## src/rtl/pstore_pkg.sv

```systemverilog
package pstore_pkg;

  localparam int WIDE_LANES   = 8;
  localparam int NARROW_LANES = 4;
  localparam int OFS_W        = $clog2(WIDE_LANES);
  localparam int BEAT_DW      = 8 * WIDE_LANES;

  typedef struct packed {
    logic [WIDE_LANES-1:0] be;
    logic [BEAT_DW-1:0]    data;
    logic                  probe;
    logic                  wide;
    logic                  end_mode;
  } beat_t;

  // Offset of the byte address inside the selected access size.
  function automatic logic [OFS_W-1:0] lane_offset(input logic [OFS_W-1:0] addr_lo,
                                                   input logic wide);
    return wide ? addr_lo : {1'b0, addr_lo[OFS_W-2:0]};
  endfunction

  // Whether lane number `lane` is written for the given offset and mode.
  function automatic logic lane_hit(input logic [OFS_W-1:0] lane,
                                    input logic [OFS_W-1:0] offset,
                                    input logic end_mode);
    return end_mode ? (lane < offset) : (lane >= offset);
  endfunction

endpackage

```

## src/rtl/pstore_mask_gen.sv

```systemverilog
module pstore_mask_gen
  import pstore_pkg::*;
(
  input  logic [OFS_W-1:0]      addr_lo,
  input  logic                  wide,
  input  logic                  end_mode,
  output logic [WIDE_LANES-1:0] lane_be,
  output logic                  probe_only
);

  logic [OFS_W-1:0] offset;
  assign offset = lane_offset(addr_lo, wide);

  for (genvar k = 0; k < WIDE_LANES; k++) begin : g_lane
    localparam logic [OFS_W-1:0] LANE = OFS_W'(k);
    localparam bit IN_NARROW = (k < NARROW_LANES);
    logic in_word;
    assign in_word    = wide || IN_NARROW;
    assign lane_be[k] = in_word && lane_hit(LANE, offset, end_mode);
  end

  assign probe_only = end_mode && (offset == '0);

endmodule

```

## src/rtl/pstore_align.sv

```systemverilog
module pstore_align
  import pstore_pkg::*;
#(
  parameter int ADDR_W = 32
) (
  input  logic [ADDR_W-1:OFS_W-1] addr_hi,
  input  logic                    wide,
  output logic [ADDR_W-1:0]       aligned
);

  assign aligned = {addr_hi[ADDR_W-1:OFS_W],
                    wide ? 1'b0 : addr_hi[OFS_W-1],
                    {(OFS_W-1){1'b0}}};

endmodule

```

## src/rtl/pstore_out_stage.sv

```systemverilog
module pstore_out_stage
  import pstore_pkg::*;
#(
  parameter int ADDR_W = 32
) (
  input  logic              clk,
  input  logic              rst_n,
  input  logic              load,
  input  logic [ADDR_W-1:0] in_addr,
  input  beat_t             in_beat,
  output logic              can_accept,
  output logic              out_valid,
  input  logic              out_ready,
  output logic [ADDR_W-1:0] out_addr,
  output beat_t             out_beat
);

  assign can_accept = !out_valid || out_ready;

  always_ff @(posedge clk or negedge rst_n) begin
    if (!rst_n) begin
      out_valid <= 1'b0;
      out_addr  <= '0;
      out_beat  <= '0;
    end else if (load) begin
      out_valid <= 1'b1;
      out_addr  <= in_addr;
      out_beat  <= in_beat;
    end else if (out_ready) begin
      out_valid <= 1'b0;
    end
  end

endmodule

```

## src/rtl/pstore_lane_unit.sv

```systemverilog
module pstore_lane_unit
  import pstore_pkg::*;
#(
  parameter int ADDR_W = 32
) (
  input  logic                  clk,
  input  logic                  rst_n,
  input  logic                  req_valid,
  output logic                  req_ready,
  input  logic [ADDR_W-1:0]     req_addr,
  input  logic [BEAT_DW-1:0]    req_data,
  input  logic                  req_end,
  input  logic                  req_wide,
  output logic                  wr_valid,
  input  logic                  wr_ready,
  output logic [ADDR_W-1:0]     wr_addr,
  output logic [WIDE_LANES-1:0] wr_be,
  output logic [BEAT_DW-1:0]    wr_data,
  output logic                  wr_probe
);

  logic [WIDE_LANES-1:0] next_be;
  logic                  next_probe;
  logic [ADDR_W-1:0]     next_addr;
  logic                  req_fire;
  beat_t                 next_beat;
  beat_t                 stage_beat;
  logic                  stage_wide;
  logic                  stage_end;

  pstore_mask_gen u_mask (
    .addr_lo    (req_addr[OFS_W-1:0]),
    .wide       (req_wide),
    .end_mode   (req_end),
    .lane_be    (next_be),
    .probe_only (next_probe)
  );

  pstore_align #(.ADDR_W(ADDR_W)) u_align (
    .addr_hi (req_addr[ADDR_W-1:OFS_W-1]),
    .wide    (req_wide),
    .aligned (next_addr)
  );

  assign next_beat = '{be: next_be, data: req_data, probe: next_probe,
                       wide: req_wide, end_mode: req_end};
  assign req_fire  = req_valid && req_ready;

  pstore_out_stage #(.ADDR_W(ADDR_W)) u_stage (
    .clk        (clk),
    .rst_n      (rst_n),
    .load       (req_fire),
    .in_addr    (next_addr),
    .in_beat    (next_beat),
    .can_accept (req_ready),
    .out_valid  (wr_valid),
    .out_ready  (wr_ready),
    .out_addr   (wr_addr),
    .out_beat   (stage_beat)
  );

  assign wr_be      = stage_beat.be;
  assign wr_data    = stage_beat.data;
  assign wr_probe   = stage_beat.probe;
  assign stage_wide = stage_beat.wide;
  assign stage_end  = stage_beat.end_mode;

endmodule

```

## config.mk

```make
export PLATFORM = sky130hd
export DESIGN_NAME = pstore_lane_unit
export DESIGN_NICKNAME = d
export VERILOG_FILES = /design/src/rtl/pstore_pkg.sv /design/src/rtl/pstore_mask_gen.sv /design/src/rtl/pstore_align.sv /design/src/rtl/pstore_out_stage.sv /design/src/rtl/pstore_lane_unit.sv
export SDC_FILE = /design/constraint.sdc
export NUM_CORES = 1
export LEC_CHECK = 0
export ABC_CLOCK_PERIOD_IN_PS = 2600
export BUFFER_PORTS_ARGS = -buffer_cell sky130_fd_sc_hd__buf_2
export CORE_MARGIN = 2
export CORE_UTILIZATION = 51
export CTS_BUF_LIST = sky130_fd_sc_hd__clkbuf_4
export DETAILED_ROUTE_END_ITERATION = 10
export MAX_ROUTING_LAYER = met4
export PLACE_DENSITY_LB_ADDON = 0.1
export SLEW_MARGIN = 10
export SYNTH_ARGS = -nofsm -noshare
export SYNTH_HDL_FRONTEND = slang
export SYNTH_HIERARCHICAL = 1
export SYNTH_SLANG_ARGS = --single-unit
```

## constraint.sdc

```tcl
create_clock -name clk -period 2.6 [get_ports clk]
set_clock_uncertainty 0.05 [all_clocks]
set_input_delay 0.26 -clock clk [delete_from_list [all_inputs] [get_ports clk]]
set_output_delay 0.26 -clock clk [all_outputs]
set_load 0.05 [all_outputs]
```

==> results.tsv, run 1 <==
metric	value	unit
run status	finished, final reports clean	
Pins Over Slew Limit	0	
total track usage	0.230	
CP required	2.86	ns
maxcap violations	0	
fraction of layout cells with a size suffix above 1	0.602	
clock tree buffer depth	2	
largest net degree at the start of global routing	76	
area of the multi-input gates	1430	µm²
io pins	209	
Setup Buffers After CTS	0	
cts bufs inserted	9	
antenna violations before repair	0	
core footprint	8300	µm²
DRT Wirelength	10200	µm
Setup violations, final	0	
sequential share of power	0.436	
RSZ-0062 raised after global routing	false	
Net Sw Power	1.87	mW
TritonRoute pass-1 iters	4	
worst reg-to-reg path cell count	4	
Hold Vio Cnt, Final	0	
Crit Path Max Fanout	42	
Clock Root Buffer	clkbuf_4	
Die H	96.9	µm
Syn. warnings	6	
leak pwr	3.13	nW
worst path arrival time	2.05	ns
sw frac	0.404	
CTS tree	done	
final core utilization	0.768	
Setup crit start kind	flip-flop	
Worst Hold Slack	0.0507	ns
Mapped Cells	279	
# fillers	519	
number of global-route vias before repair	3445	
n_diodes	0	
clock power share	0.167	
H-tree depth	3	
commonest non-fill, non-tap cells in the layout	buf_2, dfrtp_1, dlygate4sd3_1, mux2_2, mux2_4	
Hold Path Depth	2	
final period utilization	0.690	
register area	2650	µm²
nets	653	
Clock Latency Late Sink	0.42	ns
fin crit period	1.79	ns
vias	3115	
post-cts sizing count	0	
port bufs	208	
most common cell after layout, fill and taps aside	buf_2	
worst-case vdd ir drop	0.463	mV
Tightest Hold Check Type	input pin to flip-flop	
Post-Syn Area	4400	µm²
HPWL Detailed	6530	µm
Clock transition at path regs	0.14	ns
Rows	33	
Remaining Overflow, GRT	0	
setup_tns	0	ns
global-route wire length before repair	17000	µm
Int Power	2.77	mW
Power Dens Cells	728	nW/µm²
Post-DRT Antenna Nets	0	
die area	9380	µm²
crit end category	flip-flop	
combinational power share	0.397	
initial drt markers	94	
Post-CTS Hold Fix Bufs	87	
drt via density	4.72	
f_max	557	MHz
routability cong.	0.733	
DRC	0	
Initial Util	0.530	
Sink Count	106	
WL per Instance	15.4	µm
mean area per synthesized cell	15.8	µm²
Area Overhead vs Synth	44.9	%
critical path class	flip-flop to flip-flop	
Die X-Extent	96.9	µm
## worst paths after layout
kind,start,endpoint,slack (ns)
max in group asynchronous,rst_n,u_stage/out_beat[33]$_DFFE_PN0P_,1.52
min reg2reg,u_stage/out_beat[49]$_DFFE_PN0P_,u_stage/out_beat[49]$_DFFE_PN0P_,0.47
max,u_stage/out_valid$_DFFE_PN0P_,u_stage/out_beat[42]$_DFFE_PN0P_,0.81
max reg2reg,u_stage/out_valid$_DFFE_PN0P_,u_stage/out_beat[42]$_DFFE_PN0P_,0.81
min in group asynchronous,rst_n,u_stage/out_beat[64]$_DFFE_PN0P_,0.26
min,req_addr[10],u_stage/out_addr[10]$_DFFE_PN0P_,0.05
## area by class of cell
type,count,share of cell area
flip-flops and latches,106,0.416
repair buffers,304,0.319
multi-input cells,129,0.224
well taps,105,0.0206
clock buffers,9,0.0106
clock inverters,6,0.00922
inverters,1,0.000589
## power by group through the flow
| stage | logic (mW) | registers (mW) | clock network, mW |
|---|---|---|---|
| final | 1.84 | 2.02 | 0.775 |
| after global routing | 1.92 | 2.06 | 0.871 |
| after CTS | 1.83 | 2.02 | 0.814 |
| after detailed placement | 1.73 | 2.05 | 0 |
| after global placement | 1.71 | 2.04 | 0 |
| after floorplan | 0.396 | 2.96 | 0 |
## worst max-delay path: stages, from the launching register on
cell and delay [ns]:
dfrtp_1 0.40, nand2b_1 0.11, and2_4 0.41, buf_12 0.30, mux2_2 0.37
## stage by stage
stage          area (µm²)  instances  power, mW  setup WS, ns
6_report             6370        660       4.64         0.805
5_1_grt              6370        660       4.85         0.687
3_5_place_dp         5320        552       3.78         0.829
3_3_place_gp         5320        552       3.75         0.879
2_1_floorplan        4400        280       3.35         0.416
4_1_cts              6310        654       4.67         0.796
## layer usage
layer,vias to the layer above,routed length (µm),GRT usage
li1,1468,-,-
met5,-,0,-
met4,0,131,0.0672
met3,12,549,0.0513
met2,135,5270,0.382
met1,1500,4220,0.284
## state kept, by name, summed over array words and instances (netlist names)
signal	flops
u_stage/out_valid	1
u_stage/out_addr	32
u_stage/out_beat	73
Note: power is estimated with default switching activity, not from simulation.
==> inputs of run 2 (changes only) <==
--- a/config.mk
+++ b/config.mk
@@ -5,10 +5,10 @@
 export SDC_FILE = /design/constraint.sdc
 export NUM_CORES = 1
 export LEC_CHECK = 0
-export ABC_CLOCK_PERIOD_IN_PS = 2600
+export ABC_CLOCK_PERIOD_IN_PS = 1600
 export BUFFER_PORTS_ARGS = -buffer_cell sky130_fd_sc_hd__buf_2
 export CORE_MARGIN = 2
-export CORE_UTILIZATION = 51
+export CORE_UTILIZATION = 44
 export CTS_BUF_LIST = sky130_fd_sc_hd__clkbuf_4
 export DETAILED_ROUTE_END_ITERATION = 10
 export MAX_ROUTING_LAYER = met4
==> constraint.sdc (replaced) <==
create_clock -name clk -period 1.6 [get_ports clk]
set_clock_uncertainty 0.05 [all_clocks]
set_input_delay 0.16 -clock clk [delete_from_list [all_inputs] [get_ports clk]]
set_output_delay 0.16 -clock clk [all_outputs]
set_load 0.05 [all_outputs]
==> results.tsv, run 2 (synthesis results as in run 1) <==
metric	value	unit	change
critical path class	flip-flop to flip-flop		
Clock Root Buffer	clkbuf_4		
antenna violations before repair	0		unchanged
final period utilization	0.936		+0.246
Setup crit start kind	flip-flop		
met3 usage	0.0363		-0.0150
global-route wire length before repair	17400	µm	+2.4%
Pins Over Slew Limit	0		unchanged
Sink Count	106		unchanged
number of global-route vias before repair	3443		-0.058%
Power Dens Cells	1180	nW/µm²	+62%
leak pwr	3.19	nW	+1.9%
# fillers	737		+42%
n_diodes	0		unchanged
Remaining Overflow, GRT	0		unchanged
worst-case vdd ir drop	0.525	mV	+13%
routability cong.	0.796		+8.5%
register area	2650	µm²	about the same
run status	finished, final reports clean		
DRC	0		unchanged
Post-DRT Antenna Nets	0		unchanged
M1 GR Usage	0.252		-0.0318
port bufs	208		unchanged
HPWL Detailed	6940	µm	+6.4%
Area Overhead vs Synth	48.0	%	
Hold Vio Cnt, Final	0		unchanged
biggest registers after layout	u_stage/out_beat (73), u_stage/out_addr (32), u_stage/out_valid (1)		
design area	6510	µm²	+2.2%
vias	3180		+2.1%
TritonRoute pass-1 iters	4		unchanged
Clock transition at path regs	0.15	ns	about the same
RSZ-0062 raised after global routing	false		
drt via density	4.56		-3.3%
DRT Wirelength	10500	µm	+3.0%
worst path arrival time	1.77	ns	-0.28 ns
maxcap violations	0		unchanged
fin crit period	1.50	ns	-0.297 ns
Rows	36		+9.1%
clock tree buffer depth	2		unchanged
fraction of layout cells with a size suffix above 1	0.606		+0.00458
die area	10800	µm²	+15%
post-cts sizing count	0		unchanged
commonest non-fill, non-tap cells in the layout	buf_2, dfrtp_1, dlygate4sd3_1, mux2_2, mux2_4		
Die X-Extent	104	µm	+7.3%
Most flops, register	u_stage/out_beat		
Crit Path Max Fanout	47		+12%
M2 GR Usage	0.352		-0.0300
most common cell after layout, fill and taps aside	buf_2		
Tightest Hold Check Type	input pin to flip-flop		
Worst Hold Slack	0.0825	ns	+0.0318 ns
area of the multi-input gates	1430	µm²	+0.53%
CTS tree	done		
cts bufs inserted	9		unchanged
io pins	209		unchanged
H-tree depth	3		unchanged
Setup violations, final	0		unchanged
Clock Latency Late Sink	0.41	ns	about the same
f_max	668	MHz	+20%
max reg flops	73		unchanged
CP required	1.87	ns	-0.99 ns
crit end category	flip-flop		
GR peak layer	met2		
WL per Instance	15.0	µm	-2.5%
total track usage	0.207		-0.0234
largest net degree at the start of global routing	48		-37%
DP Area	5420	µm²	+1.9%
nets	661		+1.2%
initial drt markers	125		+33%
core footprint	9730	µm²	+17%
Initial Util	0.452		-0.0779
Die H	104	µm	+7.3%
-- run 2: worst paths after layout --
kind / end / cells after the start / slack (ns) / start
max: u_stage/out_beat[10]$_DFFE_PN0P_ / 4 / 0.10 / u_stage/out_valid$_DFFE_PN0P_
min: u_stage/out_valid$_DFFE_PN0P_ / 3 / 0.08 / req_valid
max reg2reg: u_stage/out_beat[10]$_DFFE_PN0P_ / 4 / 0.10 / u_stage/out_valid$_DFFE_PN0P_
min reg2reg: u_stage/out_beat[7]$_DFFE_PN0P_ / 1 / 0.47 / u_stage/out_beat[7]$_DFFE_PN0P_
max in group asynchronous: u_stage/out_addr[6]$_DFFE_PN0P_ / 3 / 0.80 / rst_n
min in group asynchronous: u_stage/out_beat[66]$_DFFE_PN0P_ / 2 / 0.14 / rst_n
-- run 2: repair_timing --
item                       in CTS  in global routing
setup endpoints to repair       0                  0
hold buffers                   95                  0
hold endpoints to repair      196                  0
setup buffers                   0                  0
-- run 2: routing by layer --
layer	up-vias	part of all wire
met4	0	0.011
met2	145	0.51
met3	11	0.059
met1	1540	0.42
met5	-	0
li1	1484	-
-- run 2: layout make-up --
| type | count | area share |
|---|---|---|
| sequential | 106 | 0.407 |
| multi-input combinational | 129 | 0.220 |
| tap | 133 | 0.0256 |
| timing repair buffer | 312 | 0.324 |
| inverter | 1 | 0.000576 |
| clock inverter | 7 | 0.0115 |
| clock buffer | 9 | 0.0104 |
-- run 2: power breakdown --
group,switching (mW),internal (mW),leakage (nW)
combinational,2.03,0.971,1.87
sequential,0.202,3.09,1.25
clock,0.882,0.497,0.0783
total,3.12,4.55,3.19
-- run 2: per-stage QoR --
stage	utilization	TNS [ns]	total power, mW	std cells	setup WS (ns)
floorplan	-	-11.16	5.46	280	-0.138
global placement	0.557	0	6.12	586	0.147
detailed placement	0.557	0	6.17	586	0.113
CTS	0.669	0	7.75	697	0.0918
global route	0.669	0	8.03	697	0.0442
finish	0.669	0	7.67	697	0.102
-- run 2: critical path: stages (launching register included) --
cell and delay [ns]:
dfrtp_2 0.45, nand2b_4 0.07, and2_4 0.18, buf_12 0.26, mux2_2 0.37
==> inputs of run 3 (changes only) <==
--- a/config.mk
+++ b/config.mk
@@ -12,7 +12,7 @@
 export CTS_BUF_LIST = sky130_fd_sc_hd__clkbuf_4
 export DETAILED_ROUTE_END_ITERATION = 10
 export MAX_ROUTING_LAYER = met4
-export PLACE_DENSITY_LB_ADDON = 0.1
+export PLACE_DENSITY_LB_ADDON = 0.2
 export SLEW_MARGIN = 10
 export SYNTH_ARGS = -nofsm -noshare
 export SYNTH_HDL_FRONTEND = slang
==> results.tsv, run 3 (synthesis results as in run 1) <==
metric	value	unit	change
cts bufs inserted	9		unchanged
Pins Over Slew Limit	0		unchanged
Sink Count	106		unchanged
Clock Root Buffer	clkbuf_4		
f_max	655	MHz	-1.9%
run status	finished, final reports clean		
Initial Util	0.452		unchanged
Finished Layout Cells	697		unchanged
slowest CP cell	dfrtp_2		
Slowest Stage Delay on Critical Path	0.45	ns	about the same
antenna violations before repair	1		+1
clock power share	0.190		+0.010
Rows	36		unchanged
DRC	0		unchanged
# fillers	733		-0.54%
Setup violations, final	0		unchanged
worst path arrival time	1.81	ns	+0.04 ns
global-route wire length before repair	17000	µm	-1.9%
nets	660		-0.15%
Die H	104	µm	unchanged
Clock Latency Late Sink	0.44	ns	+0.03 ns
Hold Vio Cnt, Final	0		unchanged
Tightest Hold Check Type	input pin to flip-flop		
Int Power	4.69	mW	+2.9%
CTS tree	done		
commonest non-fill, non-tap cells in the layout	buf_2, dfrtp_1, dlygate4sd3_1, mux2_2, mux2_4		
Most flops, register	u_stage/out_beat		
area of the multi-input gates	1430	µm²	unchanged
Net Sw Power	3.08	mW	-1.2%
largest delay contributor family on the critical path	flip-flops		
CP cell instances	nand2b_4 > and2_4 > buf_12 > mux2_2		
combinational power share	0.386		-0.006
total track usage	0.206		-0.00101
crit end category	flip-flop		
io pins	209		unchanged
drt via density	4.52		-0.85%
WL per Instance	14.9	µm	-1.2%
final period utilization	0.954		+0.0177
biggest registers after layout	u_stage/out_beat (73), u_stage/out_addr (32), u_stage/out_valid (1)		
Die X-Extent	104	µm	unchanged
final core utilization	0.671		+0.00141
fin crit period	1.53	ns	+0.0283 ns
die area	10800	µm²	unchanged
fraction of layout cells with a size suffix above 1	0.609		+0.00285
maxcap violations	0		unchanged
H-tree depth	3		unchanged
Setup crit start kind	flip-flop		
Clock transition at path regs	0.15	ns	about the same
Crit Path Max Fanout	50		+6.4%
HPWL Detailed	6530	µm	-6.0%
vias	3153		-0.85%
core footprint	9730	µm²	unchanged
worst path bufs/invs	1		unchanged
Post-DRT Antenna Nets	0		unchanged
leak pwr	3.19	nW	about the same
Remaining Overflow, GRT	0		unchanged
largest net degree at the start of global routing	51		+6.3%
worst-case vdd ir drop	0.677	mV	+29%
TritonRoute pass-1 iters	4		unchanged
dpl cells	585		-0.17%
sequential share of power	0.423		-0.005
routability cong.	0.784		-1.5%
register area	2650	µm²	unchanged
DRT Wirelength	10400	µm	-1.2%
port bufs	208		unchanged
Power Dens Cells	1190	nW/µm²	+1.0%
Area Overhead vs Synth	48.4	%	
sw frac	0.397		-0.00989
post-cts sizing count	0		unchanged
initial drt markers	102		-18%
most common cell after layout, fill and taps aside	buf_2		
max reg flops	73		unchanged
critical path class	flip-flop to flip-flop		
RSZ-0062 raised after global routing	false		
CP required	1.89	ns	+0.02 ns
clock tree buffer depth	2		unchanged
number of global-route vias before repair	3429		-0.41%
## run 3: what timing repair did
action | CTS | global route
hold endpoints to repair | 200 | 0
hold buffers | 95 | 0
buffers inserted | 0 | 0
## run 3: path summary, 6_finish.rpt
check	from	end	slack, ns	cells past startpoint
worst min register to register	u_stage/out_addr[2]$_DFFE_PN0P_	u_stage/out_addr[2]$_DFFE_PN0P_	0.47	1
worst min-delay path	req_wide	u_stage/out_addr[2]$_DFFE_PN0P_	0.09	3
min in group asynchronous	rst_n	u_stage/out_addr[10]$_DFFE_PN0P_	0.11	2
worst max-delay path	u_stage/out_valid$_DFFE_PN0P_	u_stage/out_beat[56]$_DFFE_PN0P_	0.07	4
worst max register to register	u_stage/out_valid$_DFFE_PN0P_	u_stage/out_beat[56]$_DFFE_PN0P_	0.07	4
max in group asynchronous	rst_n	u_stage/out_beat[28]$_DFFE_PN0P_	0.81	3
## run 3: power groups by stage
stage                     clock, mW  sequential, mW  combinational [mW]
after floorplan                   0            4.81               0.651
after global placement            0            3.32                2.79
after detailed placement          0            3.33                2.83
after CTS                      1.55            3.28                3.01
after global routing           1.67            3.34                3.13
final                          1.48            3.29                3.00
## run 3: area by class of cell
type | instances | area share
flip-flops and latches | 106 | 0.407
clock buffers | 9 | 0.0104
well taps | 133 | 0.0255
clock inverters | 7 | 0.0144
multi-input cells | 129 | 0.220
diodes | 1 | 0.000383
repair buffers | 311 | 0.322
inverters | 1 | 0.000575
## run 3: per-layer routing
layer  up-vias  GRT usage  routed length (µm)
li1       1488          -                   -
met1      1525      0.234                4060
met2       122      0.352                5440
met3        18     0.0470                 582
met4         0     0.0849                 269
met5         -          -                   0
## run 3: stage by stage
stage / worst slack (ns) / area, µm² / total power, mW / hold slack, ns / TNS, ns
after floorplan: -0.138 / 4420 / 5.46 / -0.186 / -11.16
after global placement: 0.133 / 5410 / 6.11 / 0.0694 / 0
after detailed placement: 0.0970 / 5410 / 6.15 / 0.0691 / 0
after CTS: 0.0743 / 6520 / 7.84 / 0.0583 / 0
after global routing: 0.0305 / 6530 / 8.15 / 0.0621 / 0
final: 0.0738 / 6530 / 7.77 / 0.0913 / 0
## run 3: worst min-delay path: cells and delay by family
family / cells / cell delay (ns)
buffers and inverters: 1 / 0.16
muxes: 1 / 0.14
and+or+nand+nor: 1 / 0.10
